**src/rtl/qr_sched_pkg.sv**
```systemverilog
package qr_sched_pkg;

  typedef enum logic [1:0] {
    SRC_NONE     = 2'd0,
    SRC_VALLEY   = 2'd1,
    SRC_FALLBACK = 2'd2,
    SRC_STARTER  = 2'd3
  } trig_src_e;

  // offset still inside the minimum switching period
  function automatic logic in_blank(input logic [31:0] ofs, input logic [31:0] blank);
    return ofs < blank;
  endfunction

  // last offset before the short fallback start
  function automatic logic fallback_due(input logic [31:0] ofs, input logic [31:0] blank,
                                        input logic [31:0] extra);
    return ofs == (blank + extra - 32'd1);
  endfunction

  // last offset before the starter timeout start
  function automatic logic starter_due(input logic [31:0] ofs, input logic [31:0] start);
    return ofs == (start - 32'd1);
  endfunction

endpackage

```
**src/rtl/qr_period_timer.sv**
```systemverilog
module qr_period_timer #(
  parameter int unsigned START_CYC = 1300,
  parameter int unsigned CW        = $clog2(START_CYC + 1)
) (
  input  logic          clk_i,
  input  logic          rst_ni,
  input  logic          en_i,
  input  logic          restart_i,
  output logic [CW-1:0] elapsed_o
);

  localparam logic [CW-1:0] SAT = CW'(START_CYC - 1);

  logic [CW-1:0] cnt_q;

  always_ff @(posedge clk_i) begin
    if (!rst_ni) begin
      cnt_q <= '0;
    end else if (!en_i || restart_i) begin
      cnt_q <= '0;
    end else if (cnt_q != SAT) begin
      cnt_q <= cnt_q + 1'b1;
    end
  end

  assign elapsed_o = cnt_q;

endmodule

```
**src/rtl/qr_blank_tracker.sv**
```systemverilog
module qr_blank_tracker (
  input  logic clk_i,
  input  logic rst_ni,
  input  logic en_i,
  input  logic restart_i,
  input  logic valley_i,
  input  logic in_blank_i,
  output logic seen_o
);

  logic seen_q;

  always_ff @(posedge clk_i) begin
    if (!rst_ni) begin
      seen_q <= 1'b0;
    end else if (!en_i || restart_i) begin
      seen_q <= 1'b0;
    end else if (valley_i && in_blank_i) begin
      seen_q <= 1'b1;
    end
  end

  assign seen_o = seen_q;

endmodule

```
**src/rtl/qr_trigger_arbiter.sv**
```systemverilog
module qr_trigger_arbiter
  import qr_sched_pkg::*;
#(
  parameter int unsigned BLANK_CYC = 85,
  parameter int unsigned EXTRA_CYC = 50,
  parameter int unsigned START_CYC = 1300,
  parameter int unsigned CW        = $clog2(START_CYC + 1)
) (
  input  logic          clk_i,
  input  logic          rst_ni,
  input  logic          en_i,
  input  logic          valley_i,
  input  logic          seen_i,
  input  logic [CW-1:0] elapsed_i,
  output logic          blank_o,
  output logic          fire_o,
  output trig_src_e     src_o,
  output logic          start_o
);

  logic [31:0] ofs;
  logic        armed_q;
  logic        start_q;
  logic        hit_valley, hit_fallback, hit_starter;

  assign ofs          = 32'(elapsed_i);
  assign blank_o      = in_blank(ofs, BLANK_CYC);
  assign hit_valley   = en_i && !armed_q && valley_i && !blank_o;
  assign hit_fallback = en_i && !armed_q && seen_i && fallback_due(ofs, BLANK_CYC, EXTRA_CYC);
  assign hit_starter  = en_i && starter_due(ofs, START_CYC);

  always_comb begin
    if (hit_valley)        src_o = SRC_VALLEY;
    else if (hit_fallback) src_o = SRC_FALLBACK;
    else if (hit_starter)  src_o = SRC_STARTER;
    else                   src_o = SRC_NONE;
  end

  assign fire_o = (src_o != SRC_NONE);

  always_ff @(posedge clk_i) begin
    if (!rst_ni) begin
      armed_q <= 1'b1;
      start_q <= 1'b0;
    end else begin
      start_q <= fire_o;
      if (!en_i)       armed_q <= 1'b1;
      else if (fire_o) armed_q <= 1'b0;
    end
  end

  assign start_o = start_q;

endmodule

```
**src/rtl/qr_cycle_scheduler.sv**
```systemverilog
module qr_cycle_scheduler
  import qr_sched_pkg::*;
#(
  parameter int unsigned BLANK_CYC = 85,
  parameter int unsigned EXTRA_CYC = 50,
  parameter int unsigned START_CYC = 1300
) (
  input  logic clk_i,
  input  logic rst_ni,
  input  logic en_i,
  input  logic valley_i,
  output logic start_o
);

  localparam int unsigned CW = $clog2(START_CYC + 1);

  logic [CW-1:0] elapsed_w;
  logic          blank_w;
  logic          seen_w;
  logic          fire_w;
  trig_src_e     src_w;

  qr_period_timer #(.START_CYC(START_CYC), .CW(CW)) timer_i (
    .clk_i    (clk_i),
    .rst_ni   (rst_ni),
    .en_i     (en_i),
    .restart_i(fire_w),
    .elapsed_o(elapsed_w)
  );

  qr_blank_tracker tracker_i (
    .clk_i     (clk_i),
    .rst_ni    (rst_ni),
    .en_i      (en_i),
    .restart_i (fire_w),
    .valley_i  (valley_i),
    .in_blank_i(blank_w),
    .seen_o    (seen_w)
  );

  qr_trigger_arbiter #(
    .BLANK_CYC(BLANK_CYC), .EXTRA_CYC(EXTRA_CYC), .START_CYC(START_CYC), .CW(CW)
  ) arb_i (
    .clk_i    (clk_i),
    .rst_ni   (rst_ni),
    .en_i     (en_i),
    .valley_i (valley_i),
    .seen_i   (seen_w),
    .elapsed_i(elapsed_w),
    .blank_o  (blank_w),
    .fire_o   (fire_w),
    .src_o    (src_w),
    .start_o  (start_o)
  );

endmodule

```
**config.mk**
```make
export PLATFORM = sky130hd
export DESIGN_NAME = qr_cycle_scheduler
export DESIGN_NICKNAME = d
export VERILOG_FILES = /design/src/rtl/qr_sched_pkg.sv /design/src/rtl/qr_period_timer.sv /design/src/rtl/qr_blank_tracker.sv /design/src/rtl/qr_trigger_arbiter.sv /design/src/rtl/qr_cycle_scheduler.sv
export SDC_FILE = /design/constraint.sdc
export NUM_CORES = 1
export LEC_CHECK = 0
export BUFFER_PORTS_ARGS = -buffer_cell sky130_fd_sc_hd__buf_2
export CAP_MARGIN = 20
export CORE_UTILIZATION = 35
export DETAILED_ROUTE_END_ITERATION = 16
export PLACE_DENSITY_LB_ADDON = 0.1
export SLEW_MARGIN = 20
export SYNTH_ARGS = -nofsm -noshare
export SYNTH_HDL_FRONTEND = slang
export SYNTH_SLANG_ARGS = --single-unit
```
**constraint.sdc**
```tcl
create_clock -name clk_i -period 1.5 [get_ports clk_i]
set_input_delay 0.075 -clock clk_i [delete_from_list [all_inputs] [get_ports clk_i]]
set_output_delay 0.075 -clock clk_i [all_outputs]
set_load 0.005 [all_outputs]
```
==> qor.tcl, run 1 <==
set qor(hp-start) {valley_i}
set qor(regToRegEndpoint) {tracker_i.seen_o$_SDFFE_PP0P_}
set qor(final.period_utilization) 1.12
set qor(layout.filler_cells) 211
set qor(hold_path_end) {tracker_i.seen_o$_SDFFE_PP0P_}
set qor(cp.buffers_inverters) 1
set qor(setup_viol_count_final) 13
set qor(synth_simple_gate_area_share) 0.347
set qor(grt_util_all_layers) 0.172
set qor(stdcell_count) 140
set qor(cts-htree-levels) 1
set qor(drt.antenna.violating_nets) 0
set qor(netlist_top_cells_count) {14 x dfxtp_1, 9 x nor3_2, 7 x inv_1, 5 x xnor2_1, 4 x nand3_1}
set qor(asyncSetResetFlopFracSynth) 0
set qor(place.port_buffers) 4
set qor(synth_enable_flop_cells) 0
set qor(finalHoldViolations) 0
set qor(setup_total_negative_slack_ps) -1760
set qor(setup_slack_ps) -175
set qor(finalWorstPathRequiredPeriod_ps) 1670
set qor(worst_slew_margin_rel) 0.724
set qor(layout_cells_sized_above_1) 0.455
set qor(placed_cells_incl_taps) 134
set qor(grt_start_max_net_pins) 9
set qor(final_net_count) 119
set qor(crit_path_end_kind) {flip-flop}
set qor(cp-start-kind) {flip-flop}
set qor(cts.root.buffer_cell) {clkbuf_4}
set qor(post_synth.cell_area_avg_um2) 9.69
set qor(synth-adder-area-share) 0.0304
set qor(placement.setup.worst_slack_ps) -140
set qor(die_height_um) 50.5
set qor(synth.lib_cells_used.distinct) 36
set qor(synthCells) 85
set qor(final.setup_skew_ps) 6.02
set qor(critical_path.slowest_cell) {or3_4}
set qor(route.detailed.vias_per_inst) 5.12
set qor(failing_checks) {setup timing}
set qor(largest_family_of_logic_cells_by_synthesized_area) {simple AND/OR/NAND/NOR gates}
set qor(ys_ff_latch) 14
set qor(clock_latency_ps) 280
set qor(yosysMostFrequentCell) {dfxtp_1}
set qor(cap_violations) 0
set qor(clkSinkCount) 14
set qor(crit_path_cell_trace) {or3_4 -> a2111oi_4 -> o211ai_2 -> buf_4 -> a211oi_2}
set qor(ys.warnings.count) 0
set qor(die_area_um2) 2550
set qor(cp_data_required_time_ps) 1710
set qor(n_antenna_cell) 0
set qor(crit_path_max_fanout) 4
set qor(synth_top_flop_cell) {dfxtp_1}
set qor(core_area_um2) 2210
set qor(arrival_ps) 1880
set qor(worstReg2RegStart) {timer_i.elapsed_o[1]$_SDFFE_PP0P_}
set qor(clock_pin_transition_on_the_worst_setup_and_hold_timing_paths_ps) 90
set qor(tritoncts.num_buffers) 3
set qor(finalMaxSlewViolations) 0
set qor(grt_pass1_vias) 697
set qor(fp-row-count) 17
set qor(die_x_um) 50.5
set qor(cts_tree) {built}
set qor(yosysSeqAreaShare) 0.340
set qor(grt_first_pass_wirelength_mm) 3.17
set qor(vias) 717
set qor(starting_density_of_the_core) 0.372
set qor(dominant_cells_by_area_after_synthesis) {dfxtp_1 34%, nor3_2 11%, xnor2_1 5.3%, a2111oi_4 3.3%, inv_1 3.2%}
set qor(synth_compound_area_frac) 0.126
set qor(whs_path_depth) 3
set qor(place_congestion) 0.777
set qor(critical_setup_path_class) {reg -> reg}
set qor(detail_route.wl_per_cell_um) 13.6
set qor(antenna_violations_before_repair) 0
set qor(power.static_leakage_nw) 0.403
set qor(drt_pass1_iterations) 4
set qor(finalCoreUtilization) 0.498
set qor(synth-xor-area-share) 0.0851
set qor(power_consumption_w) 0.000654
set qor(worst_r2r_path_depth) 5
set qor(holdCritPathClass) {in -> reg}
set qor(post_synth_instance_area_um2) 823
set qor(multi_input_comb_area_um2) 527
set qor(ir_drop_mv) 0.458
set qor(yosysTopAreaCellShare) 0.340
set qor(fmax_mhz) 597
set qor(crit_family) {compound AO/OA/AOI/OAI gates}
set qor(setup.reg_to_reg.worst_slack_ps) -170
set qor(synthesis.nets) 91
set qor(final-seq-area_um2) 288
set qor(powerDensity_nw_per_um2) 594
set qor(maximum_clock_insertion_buffer_count) 2
set qor(setup_repair_after_global_routing_missed_its_margin) {true}
set qor(gr-total-overflow) 0
set qor(dp_hpwl_mm) 1.43
set qor(max_slew.worst_pin.slew_ps) 414
set qor(drc_violations_left) 0
set qor(area_growth_syn_to_layout_pct) 33.7
set qor(outcome) {complete, but fails checks}
set qor(drt_first_iter_violations) 13
set qor(muxShareOfSynthArea) 0.0122
set qor(io-pin-count) 5
set qor(postRouteWirelength_mm) 1.91
set qor(cp_slowest_stage_delay_ps) 400
set qor(synth_top_cell_by_area) {dfxtp_1}
## worst max-delay path by stage
stage	start	to	slack, ps	cells past startpoint
finish	timer_i.elapsed_o[1]$_SDFFE_PP0P_	tracker_i.seen_o$_SDFFE_PP0P_	-170	5
global route	timer_i.elapsed_o[1]$_SDFFE_PP0P_	timer_i.elapsed_o[0]$_SDFFE_PP0P_	-240	5
CTS	timer_i.elapsed_o[1]$_SDFFE_PP0P_	timer_i.elapsed_o[5]$_SDFFE_PP0P_	-160	5
detailed placement	timer_i.elapsed_o[1]$_SDFFE_PP0P_	timer_i.elapsed_o[5]$_SDFFE_PP0P_	-140	5
global placement	timer_i.elapsed_o[3]$_SDFFE_PP0P_	timer_i.elapsed_o[1]$_SDFFE_PP0P_	-100	5
floorplan	timer_i.elapsed_o[1]$_SDFFE_PP0P_	timer_i.elapsed_o[1]$_SDFFE_PP0P_	-30	5
## layer usage
metal / wire length, um / vias to the layer above / GRT usage / share of wire
li1: - / 363 / - / -
met1: 924 / 335 / 0.218 / 0.48
met2: 909 / 17 / 0.278 / 0.48
met3: 54 / 2 / 0.0303 / 0.028
met4: 17 / 0 / 0.0833 / 0.0089
met5: 0 / - / 0 / 0
## tightest hold or removal path, delay by kind of cell
family / cells / cell delay [ps]
buffers and inverters: 1 / 110
AOI/OAI and AO/OA: 2 / 160
## cells in the final DEF (no fill, tap or decap), types with 4 or more instances in the layout
master,netlist,routed
buf_4,0,21
dfxtp_1,14,12
nor3_2,9,10
nand3_1,4,4
xnor2_1,5,5
inv_1,7,7
buf_2,0,4
## sequential cells by signal, indices dropped and copies added (netlist names)
name / flops
tracker_i.seen_o: 1
timer_i.elapsed_o: 11
arb_i.armed_q: 1
arb_i.start_o: 1
## per-stage QoR
stage                     area (um^2)  hold slack (ps)
final                            1100              100
after global routing             1100              104
after CTS                        1080             92.3
after global placement           1040              299
after floorplan                   852              192
after detailed placement         1040              298
## report_power, final
| part | switching [W] | internal [W] |
|---|---|---|
| logic | 0.0000235 | 0.0000229 |
| registers | 0.00000423 | 0.000374 |
| clock network | 0.000127 | 0.000103 |
## cell type report
type,instances,area share
multi-input cells,60,0.478
flip-flops and latches,14,0.261
repair buffers,27,0.181
well taps,28,0.0318
clock buffers,4,0.0239
inverters,7,0.0239
## logic make-up after synthesis
group / count (synthesis)
and+or+nand+nor: 38
buffers and inverters: 11
DFF: 14
AOI/OAI and AO/OA: 11
xor gates and xnor gates: 8
adders and majority gates: 2
muxes: 1
## timing repair
item                                   in CTS  in global routing
pin swaps                                   2                  1
endpoints found under the hold margin       1                  0
resized for setup                           1                  3
setup buffers                               0                  2
cloned                                      0                  0
hold buffers                                1                  0
setup endpoints to repair                  13                 14
No activity file was read; power rests on OpenSTA's default activity.
==> inputs of run 2 (changes only) <==
- PLACE_DENSITY: not set -> 0.56
- PLACE_DENSITY_LB_ADDON: 0.1 -> not set
==> run 2 against run 1 <==
The run still ends with setup timing left. Via count is 1.1% lower. Critical path depth stayed put. Critical endpoint is now timer_i.elapsed_o[5]$_SDFFE_PP0P_. Count of clock-buffer cells in the layout stayed put.
==> qor.tcl, run 2 (same netlist as run 1, synthesis figures left out) <==
set qor(cts_tree) {built}
set qor(drt_first_iter_violations) 19
set qor(hp-start) {rst_ni}
set qor(area_growth_syn_to_layout_pct) 31.8
set qor(setup_repair_after_global_routing_missed_its_margin) {true}
set qor(tritoncts.num_buffers) 3
set qor(core_area_um2) 2210
set qor(powerDensity_nw_per_um2) 593
set qor(grt_util_all_layers) 0.160
set qor(worstReg2RegStart) {timer_i.elapsed_o[1]$_SDFFE_PP0P_}
set qor(cp_data_required_time_ps) 1700
set qor(cts_hold_buf) 0
set qor(placement.setup.worst_slack_ps) -162
set qor(vias) 709
set qor(postRouteWirelength_mm) 1.80
set qor(fmax_mhz) 599
set qor(layout_cells_sized_above_1) 0.441
set qor(setup.reg_to_reg.worst_slack_ps) -170
set qor(hold_path_end) {arb_i.start_o$_SDFF_PN0_}
set qor(finalMaxSlewViolations) 0
set qor(final_net_count) 118
set qor(holdCritPathClass) {in -> reg}
set qor(maximum_clock_insertion_buffer_count) 2
set qor(clkSinkCount) 14
set qor(power_consumption_w) 0.000643
set qor(detail_route.wl_per_cell_um) 12.9
set qor(dp_hpwl_mm) 1.38
set qor(final.setup_skew_ps) 10.0
set qor(largest_register_ffs) 11
set qor(crit_path_cell_trace) {or3_4 -> a2111oi_4 -> o211ai_2 -> buf_6 -> nor3_2}
set qor(critical_setup_path_class) {reg -> reg}
set qor(layout.filler_cells) 222
set qor(leading_cell_type_in_the_layout_fill_and_taps_excluded) {buf_4}
set qor(cp_slowest_stage_delay_ps) 410
set qor(n_antenna_cell) 0
set qor(die_area_um2) 2550
set qor(antenna_violations_before_repair) 0
set qor(route.detailed.vias_per_inst) 5.10
set qor(regToRegEndpoint) {timer_i.elapsed_o[5]$_SDFFE_PP0P_}
set qor(setup_viol_count_final) 13
set qor(grt_start_max_net_pins) 9
set qor(cp-start-kind) {flip-flop}
set qor(clock_pin_transition_on_the_worst_setup_and_hold_timing_paths_ps) 90
set qor(finalCoreUtilization) 0.490
set qor(failing_checks) {setup timing}
set qor(die_height_um) 50.5
set qor(place_congestion) 0.825
set qor(setup_slack_ps) -168
set qor(grt_first_pass_wirelength_mm) 3.08
set qor(worst_r2r_path_depth) 5
set qor(cts.root.buffer_cell) {clkbuf_4}
set qor(clock_latency_ps) 280
set qor(power.static_leakage_nw) 0.398
set qor(drc_violations_left) 0
set qor(finalHoldViolations) 0
set qor(final.period_utilization) 1.11
set qor(grt_pass1_vias) 670
set qor(cts-htree-levels) 1
set qor(drt_pass1_iterations) 4
set qor(starting_density_of_the_core) 0.372
set qor(io-pin-count) 5
set qor(drt.antenna.violating_nets) 0
set qor(finalWorstPathRequiredPeriod_ps) 1670
set qor(place.port_buffers) 4
set qor(outcome) {complete, but fails checks}
set qor(crit_path_max_fanout) 6
set qor(fp-row-count) 17
set qor(ir_drop_mv) 0.519
set qor(critical_path.slowest_cell) {or3_4}
set qor(worst_slew_margin_rel) 0.712
set qor(cap_violations) 0
set qor(max_slew.worst_pin.slew_ps) 430
set qor(gr-total-overflow) 0
set qor(whs_path_depth) 2
set qor(layout_common_cells) {20 x buf_4, 12 x dfxtp_1, 9 x nor3_2}
set qor(die_x_um) 50.5
set qor(arrival_ps) 1870
set qor(crit_path_end_kind) {flip-flop}
==> run 2: repair_timing <==
item                                    in CTS  in global routing
gates resized for setup                      2                  1
setup buffers                                1                  2
endpoints found under the setup margin      13                 13
pin swaps                                    2                  1
==> run 2: where the power goes <==
group / internal [W] / switching, W
clock network: 0.000103 / 0.000117
logic: 0.0000217 / 0.0000227
registers: 0.000373 / 0.00000465
==> run 2: how the worst max path moves through the flow <==
| stage | startpoint | endpoint | slack [ps] | cells past startpoint |
|---|---|---|---|---|
| floorplan | timer_i.elapsed_o[1]$_SDFFE_PP0P_ | timer_i.elapsed_o[1]$_SDFFE_PP0P_ | -30 | 5 |
| global placement | timer_i.elapsed_o[1]$_SDFFE_PP0P_ | timer_i.elapsed_o[5]$_SDFFE_PP0P_ | -100 | 5 |
| detailed placement | timer_i.elapsed_o[1]$_SDFFE_PP0P_ | timer_i.elapsed_o[0]$_SDFFE_PP0P_ | -160 | 5 |
| CTS | timer_i.elapsed_o[1]$_SDFFE_PP0P_ | timer_i.elapsed_o[0]$_SDFFE_PP0P_ | -190 | 5 |
| global route | timer_i.elapsed_o[1]$_SDFFE_PP0P_ | timer_i.elapsed_o[8]$_SDFFE_PP0P_ | -240 | 5 |
| finish | timer_i.elapsed_o[1]$_SDFFE_PP0P_ | timer_i.elapsed_o[5]$_SDFFE_PP0P_ | -170 | 5 |
==> run 2: routing by layer <==
metal  GRT usage  routed length (um)
met2       0.240                 826
met5           0                   0
met1       0.230                 898
met4      0.0556                  14
met3      0.0273                  55
==> run 2: worst max-delay path: cells and delay by family (launching register included) <==
family / cells / cell delay (ps)
flip-flops: 1 / 370
AO/OA/AOI/OAI: 2 / 540
AND/OR/NAND/NOR: 2 / 510
buffers and inverters: 1 / 180
==> run 2: layout make-up <==
class	count	area, um^2	area share
clock buffer	4	26.3	0.0242
inverter	7	26.3	0.0242
multi-input combinational	60	517	0.476
sequential	14	288	0.265
tap	28	35.0	0.0323
timing repair buffer	26	193	0.178
==> run 2: stage by stage <==
step	instances	hold slack, ps	setup TNS (ps)	instance area, um^2
2_1_floorplan	85	192	-187	852
3_3_place_gp	133	296	-979	1030
3_5_place_dp	133	299	-1800	1030
4_1_cts	138	0.0278	-2040	1070
5_1_grt	139	15.9	-2860	1080
6_report	139	11.7	-1880	1080
